==> src/rtl/dejit_pkg.sv <==
package dejit_pkg;
  typedef struct packed {
    logic pos;
    logic neg;
  } rail_pair_t;
endpackage

==> src/rtl/dejit_edge_pick.sv <==
// Turns a sampled clock line into a one-cycle strobe on the chosen transition.
module dejit_edge_pick (
  input  logic clk,
  input  logic line_in,
  input  logic rise_mode,
  output logic fire
);
  logic line_q;

  always_ff @(posedge clk) line_q <= line_in;

  assign fire = rise_mode ? (line_in & ~line_q) : (~line_in & line_q);
endmodule

==> src/rtl/dejit_store.sv <==
// Circular symbol store with explicit fill count and re-centre on slip.
module dejit_store
  import dejit_pkg::*;
#(
  parameter int DEPTH_MAX = 32,
  parameter int DEPTH_MIN = 16,
  localparam int PTR_W = $clog2(DEPTH_MAX),
  localparam int CNT_W = PTR_W + 1
) (
  input  logic             clk,
  input  logic             rst_n,
  input  logic             wr_evt,
  input  logic             rd_evt,
  input  logic             freeze,
  input  logic             deep_sel,
  input  rail_pair_t       din,
  output rail_pair_t       dout,
  output logic [CNT_W-1:0] fill,
  output logic [CNT_W-1:0] depth,
  output logic             slip
);
  logic [CNT_W-1:0] sel_depth, sel_half;
  logic [PTR_W-1:0] wr_ptr, rd_ptr, wr_ptr_nx, rd_ptr_nx, last_idx;
  logic [CNT_W-1:0] fill_q, depth_q;
  logic             overflow, underflow, slip_now, slip_q;
  rail_pair_t       mem [DEPTH_MAX];
  rail_pair_t       dout_q;

  assign sel_depth = deep_sel ? CNT_W'(DEPTH_MAX) : CNT_W'(DEPTH_MIN);
  assign sel_half  = sel_depth >> 1;
  assign last_idx  = PTR_W'(depth_q - 1'b1);
  assign wr_ptr_nx = (wr_ptr == last_idx) ? '0 : wr_ptr + 1'b1;
  assign rd_ptr_nx = (rd_ptr == last_idx) ? '0 : rd_ptr + 1'b1;

  assign overflow  = wr_evt & ~rd_evt & (fill_q == depth_q);
  assign underflow = rd_evt & (fill_q == '0);
  assign slip_now  = ~freeze & (overflow | underflow);

  always_ff @(posedge clk) begin
    if (!rst_n) begin
      depth_q <= sel_depth;
      fill_q  <= sel_half;
      wr_ptr  <= PTR_W'(sel_half);
      rd_ptr  <= '0;
      dout_q  <= '0;
      slip_q  <= 1'b0;
      for (int i = 0; i < DEPTH_MAX; i++) mem[i] <= '0;
    end else begin
      slip_q <= slip_now;
      if (slip_now) begin
        depth_q <= sel_depth;
        fill_q  <= sel_half;
        wr_ptr  <= PTR_W'(sel_half);
        rd_ptr  <= '0;
      end else if (!freeze) begin
        if (wr_evt) begin
          mem[wr_ptr] <= din;
          wr_ptr      <= wr_ptr_nx;
        end
        if (rd_evt) begin
          dout_q <= mem[rd_ptr];
          rd_ptr <= rd_ptr_nx;
        end
        fill_q <= fill_q + CNT_W'(wr_evt) - CNT_W'(rd_evt);
      end
    end
  end

  assign dout  = dout_q;
  assign fill  = fill_q;
  assign depth = depth_q;
  assign slip  = slip_q;
endmodule

==> src/rtl/dejit_limit.sv <==
// Sticky flag for fill level near either end of the store.
module dejit_limit #(
  parameter int CNT_W = 6,
  parameter int BAND  = 2
) (
  input  logic             clk,
  input  logic             rst_n,
  input  logic [CNT_W-1:0] fill,
  input  logic [CNT_W-1:0] depth,
  input  logic             slip,
  input  logic             clr,
  output logic             flag
);
  logic near;

  assign near = (fill <= CNT_W'(BAND)) || (fill >= depth - CNT_W'(BAND));

  always_ff @(posedge clk) begin
    if (!rst_n)             flag <= 1'b0;
    else if (slip || near)  flag <= 1'b1;
    else if (clr)           flag <= 1'b0;
  end
endmodule

==> src/rtl/dejitter_buf.sv <==
module dejitter_buf
  import dejit_pkg::*;
#(
  parameter int DEPTH_MAX  = 32,
  parameter int DEPTH_MIN  = 16,
  parameter int LIMIT_BAND = 2
) (
  input  logic clk,
  input  logic rst_n,
  input  logic wr_line,
  input  logic rd_line,
  input  logic wr_rise,
  input  logic rd_rise,
  input  logic in_pos,
  input  logic in_neg,
  input  logic deep_sel,
  input  logic bypass,
  input  logic lim_clr,
  input  logic stat_clr,
  output logic out_pos,
  output logic out_neg,
  output logic lim_flag
);
  localparam int CNT_W = $clog2(DEPTH_MAX) + 1;

  logic             wr_evt, rd_evt, slip;
  logic [CNT_W-1:0] fill_cnt, cur_depth;
  rail_pair_t       in_sym, buf_out;

  assign in_sym = '{pos: in_pos, neg: in_neg};

  dejit_edge_pick u_wr_edge (.clk(clk), .line_in(wr_line), .rise_mode(wr_rise), .fire(wr_evt));
  dejit_edge_pick u_rd_edge (.clk(clk), .line_in(rd_line), .rise_mode(rd_rise), .fire(rd_evt));

  dejit_store #(.DEPTH_MAX(DEPTH_MAX), .DEPTH_MIN(DEPTH_MIN)) u_store (
    .clk(clk), .rst_n(rst_n), .wr_evt(wr_evt), .rd_evt(rd_evt), .freeze(bypass),
    .deep_sel(deep_sel), .din(in_sym), .dout(buf_out), .fill(fill_cnt),
    .depth(cur_depth), .slip(slip)
  );

  dejit_limit #(.CNT_W(CNT_W), .BAND(LIMIT_BAND)) u_limit (
    .clk(clk), .rst_n(rst_n), .fill(fill_cnt), .depth(cur_depth), .slip(slip),
    .clr(lim_clr | stat_clr), .flag(lim_flag)
  );

  assign out_pos = bypass ? in_pos : buf_out.pos;
  assign out_neg = bypass ? in_neg : buf_out.neg;
endmodule

==> config.mk <==
export PLATFORM = sky130hd
export DESIGN_NAME = dejitter_buf
export DESIGN_NICKNAME = d
export VERILOG_FILES = /design/src/rtl/dejit_pkg.sv /design/src/rtl/dejit_edge_pick.sv /design/src/rtl/dejit_store.sv /design/src/rtl/dejit_limit.sv /design/src/rtl/dejitter_buf.sv
export SDC_FILE = /design/constraint.sdc
export NUM_CORES = 1
export LEC_CHECK = 0
export ABC_AREA = 1
export BUFFER_PORTS_ARGS = -buffer_cell sky130_fd_sc_hd__buf_4
export CORE_MARGIN = 2
export CORE_UTILIZATION = 57
export DETAILED_ROUTE_END_ITERATION = 7
export HOLD_SLACK_MARGIN = 0.06
export PLACE_DENSITY = 0.87
export RECOVER_POWER = 25
export SLEW_MARGIN = 20
export SYNTH_ARGS = -nofsm -noshare
export SYNTH_HDL_FRONTEND = slang
export SYNTH_SLANG_ARGS = --single-unit
export TNS_END_PERCENT = 30
==> constraint.sdc <==
create_clock -name clk -period 2.4 [get_ports clk]
set_clock_uncertainty 0.1 [all_clocks]
set_input_delay 0.48 -clock clk [delete_from_list [all_inputs] [get_ports clk]]
set_output_delay 0.48 -clock clk [all_outputs]
set_load 0.05 [all_outputs]
### Word-level counts from Yosys, hierarchy flattened

Memories as Yosys holds them, arrays and structs flattened. A register that Yosys moved wholly into a read port is not among the register bits.
Cells that the tools add are included.

| word-level totals | value |
|---|---|
| register bits after elaboration | 26 |
| RAM bits | 64 |
| output and inout port bits | 3 |
| memories | 1 |

| cells by class | value |
|---|---|
| add/sub/neg operators | 6 |
| $lt $le $gt $ge | 2 |
| equal/unequal tests | 6 |
| mux-type cells | 27 |
| bitwise gates (word level) | 18 |
| reduce and logical (&&, ||, !) cells | 10 |

Memory list:

| name | words | width | read ports | clocked after Yosys merged registers in | write ports | line | RTL |
|---|---|---|---|---|---|---|---|
| u_store.mem | 32 | 2 | 1 | 1 | 32 | dejit_store.sv:26 | `rail_pair_t mem [DEPTH_MAX];` |

Operators with widths:

| cell | count |
|---|---|
| $mux W5 | 10 |
| $mux W6 | 3 |
| $mux W1 | 13 |
| $add A5 B1 Y5 const B | 2 |
| $eq A5 B5 Y1 | 2 |
| $and A1 B1 Y1 | 8 |
| $not A1 Y1 | 8 |
| $add A6 B1 Y6 | 1 |
| $eq A6 B6 Y1 | 1 |
| $ge A6 B6 Y1 | 1 |
| $le A6 B2 Y1 const B | 1 |
| $logic_not A6 Y1 | 1 |
| $sub A6 B1 Y6 | 1 |
| $sub A6 B2 Y6 const B | 1 |
| $sub A5 B1 Y5 const B | 1 |
| $reduce_and A2 Y1 | 2 |
| $reduce_or A2 Y1 | 2 |
| $ne A3 B1 Y1 const B | 1 |
| $ne A3 B2 Y1 const B | 1 |
| $reduce_and A3 Y1 | 1 |
| $logic_or A1 B1 Y1 | 2 |
| $mux W2 | 1 |
| $ne A2 B1 Y1 const B | 1 |
| $or A1 B1 Y1 | 2 |
| 2 further kinds | 2 |

### Longest topological paths before layout

Gate-level depths: netlist (run 1).

| depth | value |
|---|---|
| depth after elaboration | 13 |
| gate-level depth with buffers | 15 |
| gate-level depth less buffers | 15 |

### By module

Synthesis (run 1) repeated with hierarchy kept, for this count alone.

| unflattened totals | value |
|---|---|
| cells, all modules | 600 |
| area, all modules | 5142.4 um2 |

By module, submodules not included:

| module | instances | cells an instance | area an instance (um2) | sequential area each (um2) |
|---|---|---|---|---|
| dejit_store | 1 | 536 | 4748.3 | 2462.4 |
| dejit_limit | 1 | 42 | 271.5 | 20.0 |
| dejit_edge_pick | 2 | 7 | 45.0 | 20.0 |
| dejitter_buf | 1 | 8 | 32.5 | 0.0 |

### Worst setup path after synthesis (run 1)

No wires, ideal clock.

| path | value |
|---|---|
| path type | in2reg |
| start | input wr_line |
| end | register u_store.fill_q[4], in the netlist u_store.fill[4] (data pin) |
| library setup time | 253 ps |
| arrival time | 1922 ps |
| slack | 126 ps |
| stages | 14 |
| buffers on the path | 0 |
| cells stage by stage | inv_2 -> nand2_1 -> nand2_2 -> o21ai_4 -> nand2_1 -> nand2_1 -> ha_1 -> fa_1 -> nand2_1 -> nand2_1 -> a21oi_1 -> xor2_1 -> nand2_1 -> nand2_1 |

| between the ends | value |
|---|---|
| longest elaborated chain between the ends | 9 |

Ends and longest elaborated chain:

| item | line | RTL |
|---|---|---|
| from (decl) | dejitter_buf.sv:10 | `input logic wr_line,` |
| $not A1 Y1 | dejit_edge_pick.sv:12 | `assign fire = rise_mode ? (line_in & ~line_q) : (~line_in & line_q);` |
| $and A1 B1 Y1 | dejit_edge_pick.sv:12 |  |
| $mux W1 (*) | dejit_edge_pick.sv:12 |  |
| branches (longest 4 deep; another with $add A6 B1 Y6) | n/a |  |
| $mux W5 (*) | dejit_store.sv:50 | `if (slip_now) begin` |
| $mux W5 (*) | dejit_store.sv:40 | `if (!rst_n) begin` |
| to (signal assigned) | dejit_store.sv:42 | `fill_q <= sel_half;` |
| to (signal assigned) | dejit_store.sv:52 | `fill_q <= sel_half;` |
| to (signal assigned) | dejit_store.sv:64 | `fill_q <= fill_q + CNT_W'(wr_evt) - CNT_W'(rd_evt);` |
| to (decl) | dejit_store.sv:24 | `logic [CNT_W-1:0] fill_q, depth_q;` |

Mark *: on every way between the ends. The select of a mux whose other input is x is not followed.
A chain may end at the register's enable or synchronous reset.

### Worst setup path in the final report (run 1)

| path | value |
|---|---|
| start | register u_store.fill_q[2], in the netlist u_store.fill[2] |
| end | register u_store.fill_q[4], in the netlist u_store.fill[4] (data pin) |

| between the ends | value |
|---|---|
| longest elaborated chain between the ends | 6 |

Ends and longest elaborated chain:

| item | line |
|---|---|
| branches (longest 4 deep; another with $add A6 B1 Y6) | n/a |
| $mux W5 (*) | dejit_store.sv:50 |
| $mux W5 (*) | dejit_store.sv:40 |

Marked as above.

==> results of run 1 <==
## registers in the layout (all words and copies together), names as in the netlist
register,cells
u_store.mem,64
u_store.fill,6
u_store.rd_ptr,5
u_store.wr_ptr,5
u_store.depth,2
u_store.dout,2
u_limit.flag,1
u_rd_edge.line_q,1
u_store.slip,1
u_wr_edge.line_q,1
## per-layer routing
metal,vias to the layer above,track usage (%),wire length (um)
met4,0,12.1,430
met3,51,4.51,862
met5,-,0,0
met2,205,44.8,6070
li1,1974,-,-
met1,2020,30.5,4810
## Yosys cell counts, drive strengths merged
| master | instances |
|---|---|
| nand2 | 127 |
| edfxtp | 76 |
| nor3 | 74 |
| inv | 68 |
| nand3 | 51 |
| o21ai | 44 |
| buf | 26 |
| nor2 | 23 |
| ha | 17 |
| a21oi | 15 |
| clkbuf | 14 |
| dfxtp | 12 |
| xor2 | 6 |
| nor3b | 4 |
| nand3b | 3 |
| nand4 | 3 |
| nor4 | 2 |
| a21boi | 1 |
| a31oi | 1 |
| a32o | 1 |
| fa | 1 |
| o211ai | 1 |
| or2 | 1 |
| xnor2 | 1 |
## worst max-delay path: stages (launching register included)
cell	delay, ns
sky130_fd_sc_hd__edfxtp_1	0.46
sky130_fd_sc_hd__inv_1	0.14
sky130_fd_sc_hd__ha_1	0.21
sky130_fd_sc_hd__nand3_1	0.11
sky130_fd_sc_hd__nor3_1	0.21
sky130_fd_sc_hd__nand2_1	0.11
sky130_fd_sc_hd__nand2_2	0.12
sky130_fd_sc_hd__nand2_2	0.12
sky130_fd_sc_hd__nand2_2	0.22
sky130_fd_sc_hd__inv_1	0.13
sky130_fd_sc_hd__nand2_1	0.07
sky130_fd_sc_hd__nand2_1	0.05
## logic make-up after synthesis
kind of cell / share of synthesized area, %
xor gates and xnor gates: 1.15
and+or+nand+nor: 31.5
DFF: 47.2
buffers and inverters: 9.37
adders and majority gates: 4.35
AOI/OAI and AO/OA: 6.39
## layout make-up
cell class,count,area share [%]
tap,111,2.42
inverter,68,4.49
sequential,88,44.0
multi-input combinational,376,39.2
clock inverter,7,1.64
clock buffer,9,2.16
timing repair buffer,48,6.13
## repair_timing
action,CTS,global route
setup endpoints to repair,0,27
hold buffers,0,0
gates resized for setup,0,15
buffers inserted,0,0
## power breakdown
group,total (W),internal [W],switching (W)
Sequential,0.00185,0.00177,0.0000774
Combinational,0.000915,0.000298,0.000617
Clock,0.00116,0.000591,0.000570
Total,0.00393,0.00266,0.00126
## per-stage QoR
step           power, W  setup WS (ns)
2_1_floorplan   0.00255          0.126
3_3_place_gp    0.00271       -0.00106
3_5_place_dp    0.00277         -0.104
4_1_cts         0.00392         0.0668
5_1_grt         0.00410         0.0181
6_report        0.00393          0.130
## final timing paths
| check | start | end | slack (ns) | cells past startpoint |
|---|---|---|---|---|
| setup reg to reg | u_store.fill[2]$_SDFFCE_PP0P_ | u_store.fill[4]$_DFFE_PP_ | 0.13 | 11 |
| hold reg to reg | u_store.rd_ptr[1]$_SDFFE_PP0P_ | u_store.rd_ptr[1]$_SDFFE_PP0P_ | 0.43 | 2 |
| hold / removal | rd_line | u_rd_edge.line_q$_DFF_P_ | 0.13 | 1 |
| setup / recovery | u_store.fill[2]$_SDFFCE_PP0P_ | u_store.fill[4]$_DFFE_PP_ | 0.13 | 11 |
## layout by cell type (no fill, tap or decap), types with 11 or more instances in the layout
cell type                  count
sky130_fd_sc_hd__nand3_1      47
sky130_fd_sc_hd__nor2_1       21
sky130_fd_sc_hd__ha_1         17
sky130_fd_sc_hd__edfxtp_1     76
sky130_fd_sc_hd__buf_4        39
sky130_fd_sc_hd__nor3_2       50
sky130_fd_sc_hd__inv_1        64
sky130_fd_sc_hd__dfxtp_1      12
sky130_fd_sc_hd__nor3_1       23
sky130_fd_sc_hd__o21ai_0      11
sky130_fd_sc_hd__nand2_1     123
sky130_fd_sc_hd__o21ai_1      30
sky130_fd_sc_hd__a21oi_1      15
==> impl_table.tex, run 1 <==
\begin{tabular}{lr}
\hline
Metric & Value \\
\hline
\multicolumn{2}{l}{\textbf{Layout}} \\
Area grow syn2layout & 7.38\% \\
Area occupied by multi-input gates & 0.00225 mm\^{}2 \\
Fill cell total of the finished layout & 709 \\
Number of cells in the finished layout apart from fillers & 707 \\
Seq. cell area & 0.00252 mm\^{}2 \\
Post-layout net count & 621 \\
Final standard cell utilization of the core & 62.7\% \\
Fraction of final layout cells with drive strength greater than 1 & 21.5\% \\
Post-Layout Inst Area & 0.00574 mm\^{}2 \\
Number of diodes added for antenna fixing & 0 \\
\multicolumn{2}{l}{\textbf{Placed design}} \\
Dpl cell area & 0.00561 mm\^{}2 \\
Placed insts & 691 \\
Number of port buffers & 14 \\
Estimated wirelength of the detail-placed design & 7930 um \\
Routability-driven placement congestion ratio & 0.877 \\
\multicolumn{2}{l}{\textbf{Timing}} \\
Final count of hold timing violations & 0 \\
Fin Hold WS & 0.129 ns \\
Unrepaired setup endpoints after global routing & no \\
Slew Viols, Final & 0 \\
Post-route minimum period & 2.27 ns \\
Headroom to the max-slew limit & 47.7\% \\
Tightest Pin Transition & 0.785 ns \\
Share of the cycle needed by the critical path after routing & 94.6\% \\
F\_max & 441 MHz \\
Setup\_tns & 0 ns \\
Setup-failing EPs final & 0 \\
\multicolumn{2}{l}{\textbf{Floorplanning}} \\
Placeable core area & 0.00915 mm\^{}2 \\
Width of the die & 101 um \\
Die area & 0.0102 mm\^{}2 \\
I/O pin count & 15 \\
Starting utilization of the core area & 58.4\% \\
Count of standard-cell rows & 35 \\
Floorplan die height & 101 um \\
\multicolumn{2}{l}{\textbf{Synthesis}} \\
Sequential-to-total area share from yosys stat & 47.2\% \\
Cell count after synthesis & 572 \\
Unique masters post-synth & 37 \\
Synthesized area & 0.00534 mm\^{}2 \\
Synth area leader & sky130\_fd\_sc\_hd\_\_edfxtp\_1 \\
Average instance area after synthesis & 9.34 um\^{}2 \\
Top cells by area in the synthesized netlist & sky130\_fd\_sc\_hd\_\_edfxtp\_1, sky130\_fd\_sc\_hd\_\_nor3\_2, sky130\_fd\_sc\_hd\_\_nand2\_1, sky130\_fd\_sc\_hd\_\_dfxtp\_1, sky130\_fd\_sc\_hd\_\_inv\_1 \\
Post-synth net total & 602 \\
Number of flip-flops and latches in the synthesized netlist & 88 \\
Area share of the largest cell type after synthesis & 42.7\% \\
Yosys warns & 0 \\
\multicolumn{2}{l}{\textbf{Setup path}} \\
Startpoint-to-endpoint class of the critical path & flip-flop to flip-flop \\
Critical Path AT & 2.31 ns \\
Critical path fanouts, max & 10 \\
Crit path required time & 2.44 ns \\
Crit start category & flip-flop \\
Worst setup EP type & flip-flop \\
\multicolumn{2}{l}{\textbf{Clock tree}} \\
CTS tree & done \\
Count of H-tree levels built during CTS & 3 \\
Clk sink count & 88 \\
Master cell of the clock root buffer & sky130\_fd\_sc\_hd\_\_clkbuf\_8 \\
Clock network latency to the later pin of the worst-skew pair & 0.37 ns \\
Clock Pin Slew Worst Setup and Hold Paths & 0.10 ns \\
Total clock buffers created by CTS & 9 \\
Maximum buffer depth of the clock tree & 2 \\
\multicolumn{2}{l}{\textbf{Drt}} \\
Via density & 6.01 \\
Iteration-0 DRC count of the detailed router & 378 \\
Drc violations & 0 \\
Detail Route Antenna Nets & 0 \\
Routed WL & 12200 um \\
Via total after detailed routing & 4250 \\
Drt wl/cell & 17.2 um \\
Iteration count of the initial detailed-routing pass & 5 \\
\multicolumn{2}{l}{\textbf{Power and ir drop}} \\
Power per Cell Area & 685 mW/mm\^{}2 \\
Static leakage & 2.23 nW \\
Worst voltage drop across the vdd grid & 0.000332 V \\
\multicolumn{2}{l}{\textbf{Global route}} \\
Overall Global Routing Usage & 25.6\% \\
Number of antenna violations at the first check in global routing & 0 \\
Pin count of the biggest net entering global routing & 37 \\
Number of global-route vias before repair & 4239 \\
Total congestion overflow after global routing & 0 \\
First-pass GRT wire length & 20000 um \\
\multicolumn{2}{l}{\textbf{Job}} \\
Maximum Capacitance Violations & 0 \\
\multicolumn{2}{l}{\textbf{Worst hold path}} \\
Min-delay worst type & input pin to flip-flop \\
\multicolumn{2}{l}{\textbf{Run status}} \\
Run status & completed \\
\hline
\end{tabular}
(Power assumes the default switching activity.)
==> run 2: changes to the inputs <==
BUFFER_PORTS_ARGS = not set   (was -buffer_cell sky130_fd_sc_hd__buf_4)
CORE_ASPECT_RATIO = 0.5   (was not set)
CORE_UTILIZATION = 58   (was 57)
DONT_BUFFER_PORTS = 1   (was not set)
PLACE_DENSITY = 0.86   (was 0.87)
==> run 2 against run 1 <==
Via count is 3.4% lower. Cell count is 2.1% lower. Wire length is 3.2% lower. Sequential cell count unchanged. Total power increased by 4.9%. Hold slack lost 0.00093 ns. Critical path type unchanged. Critical endpoint is now u_store.mem[1][1]$_SDFFCE_PN0P_.
==> impl_table.tex, run 2 (same netlist as run 1, synthesis figures left out) <==
\begin{tabular}{lr}
\hline
Metric & Value \\
\hline
\multicolumn{2}{l}{\textbf{Floorplanning}} \\
Floorplan die height & 71.9 um (-29\%) \\
Width of the die & 140 um (+39\%) \\
Starting utilization of the core area & 60.5\% (+2.1 points) \\
Die area & 0.0100 mm\^{}2 (-1.2\%) \\
Placeable core area & 0.00883 mm\^{}2 (-3.5\%) \\
I/O pin count & 15 (unchanged) \\
Count of standard-cell rows & 24 (-31\%) \\
\multicolumn{2}{l}{\textbf{Timing}} \\
Tightest Pin Transition & 0.586 ns (-0.199 ns) \\
Unrepaired setup endpoints after global routing & yes \\
Final count of hold timing violations & 0 (unchanged) \\
Post-route minimum period & 2.33 ns (+0.0621 ns) \\
F\_max & 429 MHz (-2.7\%) \\
Share of the cycle needed by the critical path after routing & 97.2\% (+2.6 points) \\
Setup slack after layout & 0.0679 ns (-0.0621 ns) \\
Setup-failing EPs final & 0 (unchanged) \\
Headroom to the max-slew limit & 60.9\% (+13 points) \\
Slew Viols, Final & 0 (unchanged) \\
Setup\_tns & 0 ns (unchanged) \\
\multicolumn{2}{l}{\textbf{Clock tree}} \\
Count of H-tree levels built during CTS & 3 (unchanged) \\
Clock Pin Slew Worst Setup and Hold Paths & 0.06 ns (-0.04 ns) \\
Maximum buffer depth of the clock tree & 2 (unchanged) \\
CTS tree & done \\
Master cell of the clock root buffer & sky130\_fd\_sc\_hd\_\_clkbuf\_16 \\
Total clock buffers created by CTS & 9 (unchanged) \\
Clk sink count & 88 (unchanged) \\
Clock network latency to the later pin of the worst-skew pair & 0.35 ns (-0.02 ns) \\
\multicolumn{2}{l}{\textbf{Layout}} \\
Number of cells in the finished layout apart from fillers & 692 (-2.1\%) \\
Largest register FFs & 64 (unchanged) \\
Area grow syn2layout & 6.84\% \\
Top library cells by usage in the layout, fill and taps aside & sky130\_fd\_sc\_hd\_\_nand2\_1, sky130\_fd\_sc\_hd\_\_edfxtp\_1, sky130\_fd\_sc\_hd\_\_inv\_1 \\
Post-layout net count & 600 (-3.4\%) \\
Registers with the highest flip-flop counts & u\_store.mem x64, u\_store.fill x6 \\
Top register by number of flip-flops & u\_store.mem \\
Number of diodes added for antenna fixing & 0 (unchanged) \\
Fraction of final layout cells with drive strength greater than 1 & 19.3\% (-2.2 points) \\
Commonest non-fill, non-tap cell in the layout & sky130\_fd\_sc\_hd\_\_nand2\_1 \\
\multicolumn{2}{l}{\textbf{Power and ir drop}} \\
Worst voltage drop across the vdd grid & 0.000529 V (+59\%) \\
Static leakage & 2.17 nW (-2.5\%) \\
Power per Cell Area & 722 mW/mm\^{}2 (+5.5\%) \\
\multicolumn{2}{l}{\textbf{Placed design}} \\
Routability-driven placement congestion ratio & 0.883 (+0.66\%) \\
Number of port buffers & 0 (-14) \\
DP Worst Slack & -0.00260 ns (+0.101 ns) \\
Estimated wirelength of the detail-placed design & 7720 um (-2.7\%) \\
Placed insts & 674 (-2.5\%) \\
\multicolumn{2}{l}{\textbf{Global route}} \\
First-pass GRT wire length & 19100 um (-4.1\%) \\
Pin count of the biggest net entering global routing & 38 (+2.7\%) \\
Most Crowded Layer GR & met2 \\
Number of global-route vias before repair & 4075 (-3.9\%) \\
Overall Global Routing Usage & 24.9\% (-0.71 points) \\
Met3 global-route usage & 6.08\% (+1.6 points) \\
Met1 demand-to-capacity share in global routing & 29.5\% (-0.96 points) \\
Total congestion overflow after global routing & 0 (unchanged) \\
Met2 track utilization from global routing & 43.3\% (-1.5 points) \\
Number of antenna violations at the first check in global routing & 0 (unchanged) \\
\multicolumn{2}{l}{\textbf{Setup path}} \\
Source of the critical timing path & u\_store.fill[2]\$\_SDFFCE\_PP0P\_ \\
Worst setup EP type & flip-flop \\
Crit start category & flip-flop \\
Critical path fanouts, max & 20 (+10) \\
Worst reg2reg startpoint & u\_store.fill[2]\$\_SDFFCE\_PP0P\_ \\
Critical Path AT & 2.24 ns (-0.07 ns) \\
Crit path required time & 2.31 ns (-0.13 ns) \\
Startpoint-to-endpoint class of the critical path & flip-flop to flip-flop \\
\multicolumn{2}{l}{\textbf{Drt}} \\
Via density & 5.93 (-1.3\%) \\
Drc violations & 0 (unchanged) \\
Routed WL & 11800 um (-3.2\%) \\
Detail Route Antenna Nets & 0 (unchanged) \\
Iteration count of the initial detailed-routing pass & 7 (+2) \\
Drt wl/cell & 17.0 um (-1.1\%) \\
Via total after detailed routing & 4106 (-3.4\%) \\
Iteration-0 DRC count of the detailed router & 386 (+2.1\%) \\
\multicolumn{2}{l}{\textbf{Run status}} \\
Run status & completed \\
\multicolumn{2}{l}{\textbf{Worst hold path}} \\
Min-delay worst type & input pin to flip-flop \\
Hold path startpoint & deep\_sel \\
\multicolumn{2}{l}{\textbf{Job}} \\
Maximum Capacitance Violations & 0 (unchanged) \\
\hline
\end{tabular}
==> run 2: cell count changes in the layout (fill, tap and decap cells not counted), sizes merged <==
cell         previous run  this run
clkinv                  3         2
clkinvlp                0         2
inv                    70        68
clkbuf                 17        13
dlygate4sd3             0         2
bufinv                  2         1
buf                    40        23
==> run 2: area by class of cell <==
cell class / count / area [um^2]
multi-input combinational: 376 / 2280
sequential: 88 / 2520
timing repair buffer: 27 / 216
clock inverter: 5 / 57.6
inverter: 68 / 258
clock buffer: 11 / 233
fill: 660 / 3120
tap: 117 / 146
==> run 2: metrics by stage <==
stage	instance area (um^2)	utilization [%]	total power, W	hold WS [ns]
finish	5710	64.7	0.00412	0.128
CTS	5760	65.2	0.00411	0.123
detailed placement	5450	61.7	0.00274	0.387
global placement	5450	61.7	0.00270	0.380
floorplan	5340	-	0.00255	0.375
global route	5710	64.7	0.00428	0.118
==> run 2: final timing paths <==
check                                         end  slack, ns  depth (start not counted)
hold reg to reg    u_store.rd_ptr[1]$_SDFFE_PP0P_       0.40                          2
hold / removal         u_store.depth[5]$_DFFE_PP_       0.13                          0
setup / recovery  u_store.mem[1][1]$_SDFFCE_PN0P_       0.07                          9
setup reg to reg  u_store.mem[1][1]$_SDFFCE_PN0P_       0.07                          9
==> run 2: timing repair <==
| item | in CTS | in global routing |
|---|---|---|
| setup buffers | 0 | 0 |
| hold buffers | 2 | 0 |
| hold endpoints to repair | 2 | 0 |
| resized for setup | 0 | 9 |
| setup endpoints to repair | 0 | 27 |
==> run 2: routing by layer <==
layer	wire length [um]	vias up
met5	0	-
met4	385	0
met3	1200	43
met2	5720	231
met1	4480	1914
li1	-	1918
==> run 2: critical path: stages (launching register included) <==
cell	delay, ns
sky130_fd_sc_hd__edfxtp_1	0.35
sky130_fd_sc_hd__inv_1	0.08
sky130_fd_sc_hd__ha_1	0.23
sky130_fd_sc_hd__nand3_1	0.13
sky130_fd_sc_hd__nor2_1	0.06
sky130_fd_sc_hd__nand2_1	0.10
sky130_fd_sc_hd__nand2_2	0.09
sky130_fd_sc_hd__inv_4	0.13
sky130_fd_sc_hd__nand3_4	0.29
sky130_fd_sc_hd__o21ai_0	0.42
==> run 2: power by group <==
part / switching (W) / leakage [nW] / internal, W
Sequential: 0.0000955 / 0.883 / 0.00178
Clock: 0.000573 / 0.133 / 0.000805
Combinational: 0.000578 / 1.15 / 0.000295
Total: 0.00125 / 2.17 / 0.00288
